--- config.mk ---
export PLATFORM = sky130hd
export DESIGN_NAME = idx_addr_gen
export DESIGN_NICKNAME = d
export VERILOG_FILES = /design/src/rtl/idx_addr_gen_pkg.sv /design/src/rtl/idx_select.sv /design/src/rtl/ea_adder.sv /design/src/rtl/align_check.sv /design/src/rtl/idx_addr_gen.sv
export SDC_FILE = /design/constraint.sdc
export NUM_CORES = 1
export LEC_CHECK = 0
export BUFFER_PORTS_ARGS = -buffer_cell sky130_fd_sc_hd__buf_2
export CAP_MARGIN = 20
export CORE_MARGIN = 2
export CORE_UTILIZATION = 35
export CTS_BUF_LIST = sky130_fd_sc_hd__clkbuf_4
export DETAILED_ROUTE_END_ITERATION = 10
export GPL_TIMING_DRIVEN = 0
export HOLD_SLACK_MARGIN = 0.05
export SYNTH_ARGS = -nofsm -noshare
export SYNTH_HDL_FRONTEND = slang
export SYNTH_SLANG_ARGS = --single-unit
--- constraint.sdc ---
create_clock -name clk -period 0.9 [get_ports clk]
set_clock_uncertainty 0.15 [all_clocks]
set_input_delay 0.09 -clock clk [delete_from_list [all_inputs] [get_ports clk]]
set_output_delay 0.09 -clock clk [all_outputs]
set_load 0.02 [all_outputs]
--- src/rtl/idx_addr_gen_pkg.sv ---
package idx_addr_gen_pkg;

  typedef enum logic [1:0] {
    SZ_BYTE = 2'd0,
    SZ_HALF = 2'd1,
    SZ_WORD = 2'd2,
    SZ_DBL  = 2'd3
  } opnd_size_e;

  // Low-order address bits that must be zero for an operand length
  function automatic logic [2:0] align_mask(input opnd_size_e sz);
    case (sz)
      SZ_HALF: align_mask = 3'b001;
      SZ_WORD: align_mask = 3'b011;
      SZ_DBL:  align_mask = 3'b111;
      default: align_mask = 3'b000;
    endcase
  endfunction

endpackage

--- src/rtl/idx_select.sv ---
module idx_select #(
  parameter int IDX_W = 4,
  parameter int REG_W = 32,
  parameter int ADDR_W = 24
) (
  input  logic [IDX_W-1:0]  idx_num,
  input  logic [REG_W-1:0]  idx_value,
  output logic [ADDR_W-1:0] incr
);
  // Register 0 names no index, so the increment is forced to zero
  logic use_index;
  assign use_index = (idx_num != '0);
  assign incr = use_index ? idx_value[ADDR_W-1:0] : '0;
endmodule

--- src/rtl/ea_adder.sv ---
module ea_adder #(
  parameter int ADDR_W = 24
) (
  input  logic [ADDR_W-1:0] base_addr,
  input  logic [ADDR_W-1:0] incr,
  output logic [ADDR_W-1:0] sum,
  output logic              carry_out
);
  logic [ADDR_W:0] wide;
  assign wide      = {1'b0, base_addr} + {1'b0, incr};
  assign sum       = wide[ADDR_W-1:0];
  assign carry_out = wide[ADDR_W];   // brought out but deliberately unused
endmodule

--- src/rtl/align_check.sv ---
module align_check
  import idx_addr_gen_pkg::*;
#(
  parameter int ADDR_W = 24
) (
  input  logic [ADDR_W-1:0] addr,
  input  opnd_size_e        size,
  output logic              misaligned
);
  logic [2:0] mask;
  assign mask       = align_mask(size);
  assign misaligned = |(addr[2:0] & mask);
endmodule

--- src/rtl/idx_addr_gen.sv ---
module idx_addr_gen
  import idx_addr_gen_pkg::*;
#(
  parameter int ADDR_W = 24,
  parameter int REG_W  = 32,
  parameter int IDX_W  = 4
) (
  input  logic              clk,
  input  logic              rst_n,
  input  logic              start,
  input  logic [ADDR_W-1:0] addr_field,
  input  logic [IDX_W-1:0]  idx_num,
  input  logic [REG_W-1:0]  idx_value,
  input  logic [1:0]        op_size,
  output logic [ADDR_W-1:0] ea,
  output logic              ea_valid,
  output logic              spec_exc
);

  // Named internal events
  logic [ADDR_W-1:0] incr_w;
  logic [ADDR_W-1:0] sum_w;
  logic              carry_w;
  logic              misalign_w;
  opnd_size_e        size_w;

  assign size_w = opnd_size_e'(op_size);

  idx_select #(.IDX_W(IDX_W), .REG_W(REG_W), .ADDR_W(ADDR_W)) u_sel (
    .idx_num   (idx_num),
    .idx_value (idx_value),
    .incr      (incr_w)
  );

  ea_adder #(.ADDR_W(ADDR_W)) u_add (
    .base_addr (addr_field),
    .incr      (incr_w),
    .sum       (sum_w),
    .carry_out (carry_w)
  );

  align_check #(.ADDR_W(ADDR_W)) u_chk (
    .addr       (sum_w),
    .size       (size_w),
    .misaligned (misalign_w)
  );

  always_ff @(posedge clk or negedge rst_n) begin
    if (!rst_n) begin
      ea       <= '0;
      ea_valid <= 1'b0;
      spec_exc <= 1'b0;
    end else begin
      ea_valid <= start;
      spec_exc <= start & misalign_w;
      if (start) ea <= sum_w;
    end
  end

  // a request produces a strobe on the next cycle
  p_valid_follows_start_r2: assert property (@(posedge clk) disable iff (!rst_n)
    start |=> ea_valid);

  // no strobe without a request the cycle before
  p_valid_needs_start_r2: assert property (@(posedge clk) disable iff (!rst_n)
    !start |=> !ea_valid);

  // no index register means the address field passes through unchanged
  p_no_index_r4: assert property (@(posedge clk) disable iff (!rst_n)
    (start && idx_num == '0) |=> ea == $past(addr_field));

  // exception only comes with a strobe
  p_exc_with_valid_r10: assert property (@(posedge clk) disable iff (!rst_n)
    spec_exc |-> ea_valid);

  // an exception implies some low-order address bit is set
  p_exc_low_bits_r9: assert property (@(posedge clk) disable iff (!rst_n)
    spec_exc |-> (ea[2:0] != 3'b000));

  // a byte request never flags an exception
  p_byte_clean_r6: assert property (@(posedge clk) disable iff (!rst_n)
    (start && op_size == 2'd0) |=> !spec_exc);

  // address holds between requests
  p_hold_r11: assert property (@(posedge clk) disable iff (!rst_n)
    !start |=> $stable(ea));

endmodule

Word-level counts from Yosys, hierarchy flattened
Cells that the tools add are included.
{"block": "totals", "register_bits": 26, "inputBits": 65, "out_inout_bits": 26, "elab_cells": 13}
{"block": "classes", "add_sub_neg": 1, "eq_ne": 3, "mux": 2, "n_bitwise": 2, "n_reduce_logical": 2}
{"op": "adder 24 bit", "n": 1}
{"op": "2-to-1 mux 24 bit", "n": 1}
{"op": "one-hot mux 3 bit (3 select lines)", "n": 1}
{"op": "== test 2 bit (second input constant)", "n": 2}
{"op": "nonzero test 4 bit", "n": 1}
{"op": "AND 3 bit", "n": 1}
{"op": "OR reduction 3 bit", "n": 1}
{"op": "== test 2 x 1 -> 1 bit (second input constant)", "n": 1}
{"op": "AND 1 bit", "n": 1}

Logic depth before layout (Yosys ltp)
Gate-level depths: netlist (run 1).
{"block": "logic_depth", "depth_word": 6, "mapped_depth": 11, "depth_no_buf": 10}

By module
Synthesis (run 1) repeated with hierarchy kept, for this count alone.
{"block": "hier_totals", "cells_unflattened": 257, "area_unflattened_um2": 2657.5}
{"mod": "ea_adder", "instances": 1, "cells_each": 167, "area_per_inst_um2": 1253.7, "seq_area_each_um2": 0.0}
{"mod": "idx_addr_gen", "instances": 1, "cells_each": 54, "area_per_inst_um2": 1049.8, "seq_area_each_um2": 650.6}
{"mod": "idx_select", "instances": 1, "cells_each": 32, "area_per_inst_um2": 335.3, "seq_area_each_um2": 0.0}
{"mod": "align_check", "instances": 1, "cells_each": 4, "area_per_inst_um2": 18.8, "seq_area_each_um2": 0.0}

Least setup slack after synthesis (run 1)
OpenSTA, ideal clock, no wires.
{"block": "synth_path", "path_kind": "input-to-reg", "startpoint": "input idx_num[3]", "endpoint": "register ea[22]", "setup_ps": 141, "t_arrival_ps": 2416, "required_ps": 609, "slack_ps": -1806, "stages": 11, "cell_sequence": "nor4_1 clkbuf_1 nor2b_1 ha_1 clkbuf_1 a21o_1 o22a_1 o41ai_2 and3_1 a221oi_1 o311ai_1"}
{"block": "synth_between", "elab_chain_cells": 3}
{"item": "from (decl)", "line": "idx_addr_gen.sv:12", "text": "input logic [IDX_W-1:0] idx_num,"}
{"item": "nonzero test 4 bit", "line": "idx_select.sv:12", "text": "assign use_index = (idx_num != '0);"}
{"item": "2-to-1 mux 24 bit", "line": "idx_select.sv:13", "text": "assign incr = use_index ? idx_value[ADDR_W-1:0] : '0;"}
{"item": "adder 24 bit", "line": "ea_adder.sv:10", "text": "assign wide = {1'b0, base_addr} + {1'b0, incr};"}
{"item": "to (signal assigned)", "line": "idx_addr_gen.sv:56", "text": "if (start) ea <= sum_w;"}
{"item": "to (decl)", "line": "idx_addr_gen.sv:15", "text": "output logic [ADDR_W-1:0] ea,"}
No other way between the ends.
A chain may end at the register's enable or synchronous reset.

Final worst setup path (run 1)
{"block": "layout_path", "startpoint": "input idx_num[2]", "endpoint": "register ea[12]"}
Same word-level chain as after synthesis.

==> flow_summary.json, run 1 <==
{
  "fin_crit_ns": 2.32,
  "slowest_stage": "fa_2",
  "drc": 0,
  "p_sw_uw": 2160,
  "portBuffers": 82,
  "cp_max_fo": 3,
  "cts_tree": "built",
  "ys.flop_type": "dfrtp_1",
  "hpwl_mm": 5.35,
  "ir_drop_v": 0.000892,
  "routed_wl_mm": 7.59,
  "timing.final.ws_setup_ns": -1.42,
  "syn_area_um2": 2500,
  "dieArea_um2": 7850,
  "cts_buffers": 3,
  "crit_chain": "buf_6 > nor4_4 > buf_4 > buf_6 > nor2b_1 > ha_2 > fa_2 > a21oi_2 > o21ai_1 > a21oi_2 > o311ai_2 > xor2_1 > mux2_4",
  "clkTransAtPathRegs_ns": 0.16,
  "worst_slew_pin_slew_ns": 0.761,
  "layout.nets": 489,
  "power.density_nw_per_um2": 1430,
  "clock_latency_ns": 0.34,
  "fin_crit_sh_pct": 258,
  "seqPwrFrac_pct": 29.9,
  "yosys-top-cells-area": "dfrtp_1 (26%), ha_1 (11%), mux2_2 (6.3%)",
  "cts_sinks": 26,
  "hp-class": "in2async",
  "hold_viol": 28,
  "clk_path_buf_depth": 2,
  "yosys.area.top_type": "dfrtp_1",
  "slew_viol_final": 0,
  "yosysUniqueCellTypes": 61,
  "dr.pass1.iters": 5,
  "power_frac_comb_pct": 60.2,
  "post_drt_wl_per_cell_um": 15.4,
  "postLayoutCoreUtil_pct": 56.1,
  "core_um2": 6870,
  "initial_core_util_pct": 36.4,
  "ys_seq_area_share_pct": 26.0,
  "fmax_ghz": 0.431,
  "hold_buffers": 2,
  "synthCells": 276,
  "power_leakage_uw": 0.00175,
  "grt_pass1_vias": 2530,
  "rsz0062_at_grt": "yes",
  "swShare_pct": 39.2,
  "clock_power_share_pct": 9.9,
  "critPathKind": "in2reg",
  "chipWidth_um": 88.6,
  "worstReg2RegStart": "ea[18]",
  "io_pins": 91,
  "violations": "hold timing, setup timing",
  "cpPeakStageDelay_ns": 0.35,
  "ff2ff_path_depth": 2,
  "synth_edf_count": 0,
  "grt_pass1_wl_mm": 11.9,
  "grt_overflow": 0,
  "hold_slack_ns": -0.398,
  "fp.dieH_um": 88.6,
  "start_kind": "primary input",
  "setup_viol": 51,
  "relSlewSlack_pct": 49.3,
  "synth_top_area_share_pct": 26.0,
  "rrSetupSlack_ns": -0.19,
  "root_buffer": "clkbuf_4",
  "async_reset_ff_share_pct": 100,
  "gp_congestion": 0.864,
  "num_vias": 2610,
  "dp_slack_ns": -2.11,
  "ys_seq_elements": 26,
  "maxCapViolCount": 0,
  "antenna_found_initial": 0,
  "cts_max_level": 1,
  "antennaDiodeCount": 0,
  "yosysWarnings": 0,
  "grt_max_degree": 27,
  "r2r-end": "ea[18]",
  "via_per_inst": 5.28,
  "rows": 30,
  "synth_nets": 365,
  "critPathArrivalTime_ns": 2.42,
  "cp-end-kind": "flip-flop",
  "drt_iter0_markers": 132,
  "postRouteAntennaNets": 0,
  "intPower_uw": 3340,
  "status": "complete, but fails checks",
  "grt_usage_pct": 19.3,
  "syn_avg_cell_area_um2": 9.07,
  "drive_above_1_share_pct": 52.3,
  "area_growth_pct": 54.0,
  "required_ns": 1.00
}
flip-flops by register name (all words and copies together) (netlist names):
name / count
spec_exc: 1
ea: 24
ea_valid: 1
layer usage:
| layer | part of all wire [%] | wire, µm | vias to the layer above | track usage (%) |
|---|---|---|---|---|
| li1 | - | - | 1265 | - |
| met1 | 43 | 3250 | 1234 | 25.1 |
| met2 | 50 | 3830 | 96 | 33.9 |
| met3 | 5.0 | 383 | 15 | 3.17 |
| met4 | 1.7 | 129 | 0 | 3.99 |
| met5 | 0 | 0 | - | 0 |
logic make-up after synthesis:
kind of cell               after synthesis  share of synthesized area, %
AOI/OAI and AO/OA                       81                          25.6
muxes                                   17                          7.70
adders and majority gates               24                          12.3
buffers and inverters                   17                          3.45
xor gates and xnor gates                15                          5.25
DFF                                     26                          26.0
and+or+nand+nor                         96                          19.7
stage by stage:
stage	hold slack [ns]	total power [µW]	cells	setup TNS (ns)	cell area, µm²
final	-0.398	5500	494	-36.35	3860
after global routing	-0.369	5840	494	-38.86	3860
after CTS	-0.373	5320	488	-36.94	3710
after detailed placement	0.0185	3950	454	-41.91	3090
after global placement	0.00970	3910	454	-41.59	3090
after floorplan	-0.356	3220	276	-30.54	2560
worst max-delay path by stage:
stage                          start      to  slack [ns]  cells after the start
after global routing      idx_num[2]  ea[16]       -1.51                     13
after floorplan           idx_num[3]  ea[18]       -1.48                     10
final                     idx_num[2]  ea[12]       -1.42                     13
after CTS                 idx_num[0]  ea[12]       -1.47                     13
after detailed placement  idx_num[3]  ea[18]       -2.11                     11
after global placement    idx_num[3]  ea[18]       -2.06                     11
critical path, delay by kind of cell:
family | cells | cell delay [ns]
AOI/OAI and AO/OA | 4 | 0.63
xor gates and xnor gates | 1 | 0.19
adders and majority gates | 2 | 0.54
buffers and inverters | 3 | 0.38
muxes | 1 | 0.26
and+or+nand+nor | 2 | 0.33
layout by cell type (no fill, tap or decap), types with 3 or more instances in the layout:
cell type and n:
buf_2 54, buf_4 36, buf_6 34, dfrtp_1 26
nand2_1 24, nor2b_1 22, nor2_1 12, ha_1 12
a21oi_2 11, a21oi_1 9, nand3_1 9, mux2_4 8
xor2_1 7, mux2_2 7, a21o_1 6, xnor2_1 6
nand4_1 6, ha_2 6, inv_1 5, o21ai_1 5
nor3_1 5, ha_4 5, a21oi_4 4, o21ai_0 3
nor2_2 3, o21ai_2 3, o21a_1 3, a211oi_2 3
clkbuf_4 3
power groups by stage:
stage          clock network (µW)  registers (µW)  logic, µW
2_1_floorplan                   0            1940       1280
3_3_place_gp                    0            1600       2310
3_5_place_dp                    0            1600       2340
4_1_cts                       574            1640       3110
5_1_grt                       609            1670       3560
6_report                      544            1640       3310
cell type report:
cell class | instances | area (µm²)
fill | 623 | 3010
multi-input combinational | 233 | 2060
timing repair buffer | 120 | 891
sequential | 26 | 651
tap | 96 | 120
buffer | 11 | 95.1
clock buffer | 3 | 22.5
inverter | 5 | 18.8
what timing repair did:
item | CTS | global route
resized for setup | 97 | 23
buffers inserted | 30 | 6
endpoints found under the hold margin | 30 | 29
pin swaps | 23 | 18
gates cloned | 0 | 0
endpoints found under the setup margin | 51 | 51
cells in the mapped netlist (2+ instances only):
library cell / n
ha_1: 23
o21ai_0: 6
clkbuf_1: 5
o41ai_2: 2
and3_1: 2
dfrtp_1: 26
xnor2_1: 7
a21oi_1: 18
a21o_1: 6
and4_1: 2
nand3_1: 9
o311ai_1: 3
o2111ai_1: 2
a221oi_1: 2
a211oi_1: 3
nor2_1: 15
o31ai_1: 2
a21oi_4: 2
o211ai_2: 2
mux2_2: 14
o21a_1: 3
o2bb2ai_1: 2
buf_4: 3
nor3_1: 6
o21bai_1: 2
nand2_1: 25
nand2b_1: 2
nor2b_1: 23
o21ai_1: 5
nand4_1: 6
xor2_1: 8
buf_2: 3
inv_1: 5
a21oi_2: 4
mux2i_1: 2
Power figures use the tool's default switching activity.
==> run 2: changes to the inputs <==
Settings changed: CELL_PAD_IN_SITES_DETAIL_PLACEMENT set to 0, CELL_PAD_IN_SITES_GLOBAL_PLACEMENT set to 1, PLACE_DENSITY_LB_ADDON set to 0.1.
Clock period 0.9 ns to 2.8 ns, I/O delays scaled along.
==> run 2 against run 1 <==
The run now ends clean. Via count shrank 8.1%. Wire length shrank 11%. Largest power group unchanged. Cell area shrank 18%. First-iteration DRC count shrank 28%.
==> flow_summary.json, run 2 (synthesized netlist as in run 1, its figures left out) <==
{
  "status": "complete, no violations",
  "maxCapViolCount": 0,
  "largest_reg_flops": 24,
  "mostFrequentLayoutCell": "buf_2",
  "top_register": "ea",
  "clk_path_buf_depth": 2,
  "initial_core_util_pct": 36.4,
  "layout.nets": 457,
  "clkTransAtPathRegs_ns": 0.15,
  "root_buffer": "clkbuf_4",
  "critPathArrivalTime_ns": 2.74,
  "rrSetupSlack_ns": 1.86,
  "cts_buffers": 3,
  "required_ns": 2.89,
  "cts_sinks": 26,
  "routed_wl_mm": 6.74,
  "area_growth_pct": 26.0,
  "setup_viol": 0,
  "crit_family": "compound AO/OA/AOI/OAI gates",
  "min_path_cells": 3,
  "chipWidth_um": 88.6,
  "endpoint": "ea[12]",
  "fin_crit_ns": 2.65,
  "dieArea_um2": 7850,
  "path_depth": 12,
  "via_per_inst": 5.19,
  "drive_above_1_share_pct": 37.4,
  "reg.largest.list": "ea x24, ea_valid x1, spec_exc x1",
  "crit_top_cell": "a21oi_2",
  "final-instance-count-excl-fill": 462,
  "portBuffers": 82,
  "critPathLaunch": "idx_num[0]",
  "rsz0062_at_grt": "no",
  "hold_viol": 0,
  "rows": 30,
  "dp_slack_ns": -0.741,
  "gp_congestion": 0.842,
  "cp_max_fo": 3,
  "cts_tree": "built",
  "cpPeakStageDelay_ns": 0.45,
  "timing.final.ws_setup_ns": 0.147,
  "fmax_ghz": 0.377,
  "hpwl_mm": 5.35,
  "grt_usage_pct": 17.7,
  "antenna_found_initial": 0,
  "slew_viol_final": 0,
  "grt_pass1_wl_mm": 11.0,
  "start_kind": "primary input",
  "num_vias": 2399,
  "fin_crit_sh_pct": 94.7,
  "nFillCells": 726,
  "place_area_um2": 3040,
  "total_power_uw": 1430,
  "design_area_um2": 3160,
  "postRouteAntennaNets": 0,
  "core_um2": 6870,
  "grt_overflow": 0,
  "cp-end-kind": "flip-flop",
  "hp-class": "in2reg",
  "grt_max_degree": 27,
  "power.density_nw_per_um2": 452,
  "final_cell_mix": "buf_2 (85), dfrtp_1 (26), nand2_1 (25), nor2b_1 (23), ha_1 (23)",
  "drt_iter0_markers": 95,
  "io_pins": 91,
  "worst_slew_pin_slew_ns": 0.639,
  "cts_max_level": 1,
  "antennaDiodeCount": 0,
  "r2r-end": "ea[18]",
  "dr.pass1.iters": 4,
  "power_leakage_uw": 0.00147,
  "worstReg2RegStart": "ea[18]",
  "dp_cells": 454,
  "slowest_stage": "fa_1",
  "relSlewSlack_pct": 57.4,
  "ir_drop_v": 0.000223,
  "critPathKind": "in2reg",
  "ff2ff_path_depth": 1,
  "fp.dieH_um": 88.6,
  "drc": 0,
  "clock_latency_ns": 0.32,
  "grt_pass1_vias": 2304,
  "crit_chain": "buf_2 > nor4_4 > buf_4 > nor2b_1 > ha_1 > fa_1 > a21oi_2 > o21ai_1 > a21oi_2 > o311ai_1 > xor2_1 > mux2_2",
  "fin_setup_tns_ns": 0,
  "post_drt_wl_per_cell_um": 14.6,
  "crit_buf_inv": 2
}
## run 2: worst min-delay path by stage
stage               slack, ns  startpoint       end
CTS                      0.11  op_size[0]  spec_exc
finish                   0.13  op_size[0]  spec_exc
floorplan               -0.17       rst_n     ea[0]
detailed placement       0.21       rst_n     ea[0]
global placement         0.20       rst_n     ea[0]
global route             0.13  op_size[0]  spec_exc
## run 2: area by class of cell
type	count	area (µm²)	area share, %
clock buffer	3	22.5	0.714
tap	96	120	3.81
timing repair buffer	88	463	14.7
inverter	5	18.8	0.595
sequential	26	651	20.6
buffer	11	75.1	2.38
multi-input combinational	233	1810	57.2
## run 2: what timing repair did
action                                 CTS  global route
resized for setup                        7             7
cloned                                   0             0
setup buffers                            0             3
pin swaps                                0             1
setup endpoints to repair               18            12
hold buffers                             3             0
endpoints found under the hold margin   28             0
## run 2: metrics by stage
step | hold WS, ns | util, %
floorplan | -0.166 | -
global placement | 0.202 | 44.3
detailed placement | 0.207 | 44.3
CTS | 0.113 | 45.4
global route | 0.131 | 45.9
finish | 0.129 | 45.9
## run 2: metal layers
layer  global-route usage (%)  vias to the layer above  routed length (µm)
met1                     25.4                     1124                3300
li1                         -                     1214                   -
met5                        0                        -                   0
met4                     3.03                        0                  40
met2                     28.9                       57                3130
met3                     2.52                        4                 267
## run 2: where the power goes
group          total (µW)  switching, µW  internal, µW
Combinational         755            436           319
Clock                 171            120          50.5
Sequential            501           39.3           462
Total                1430            595           831
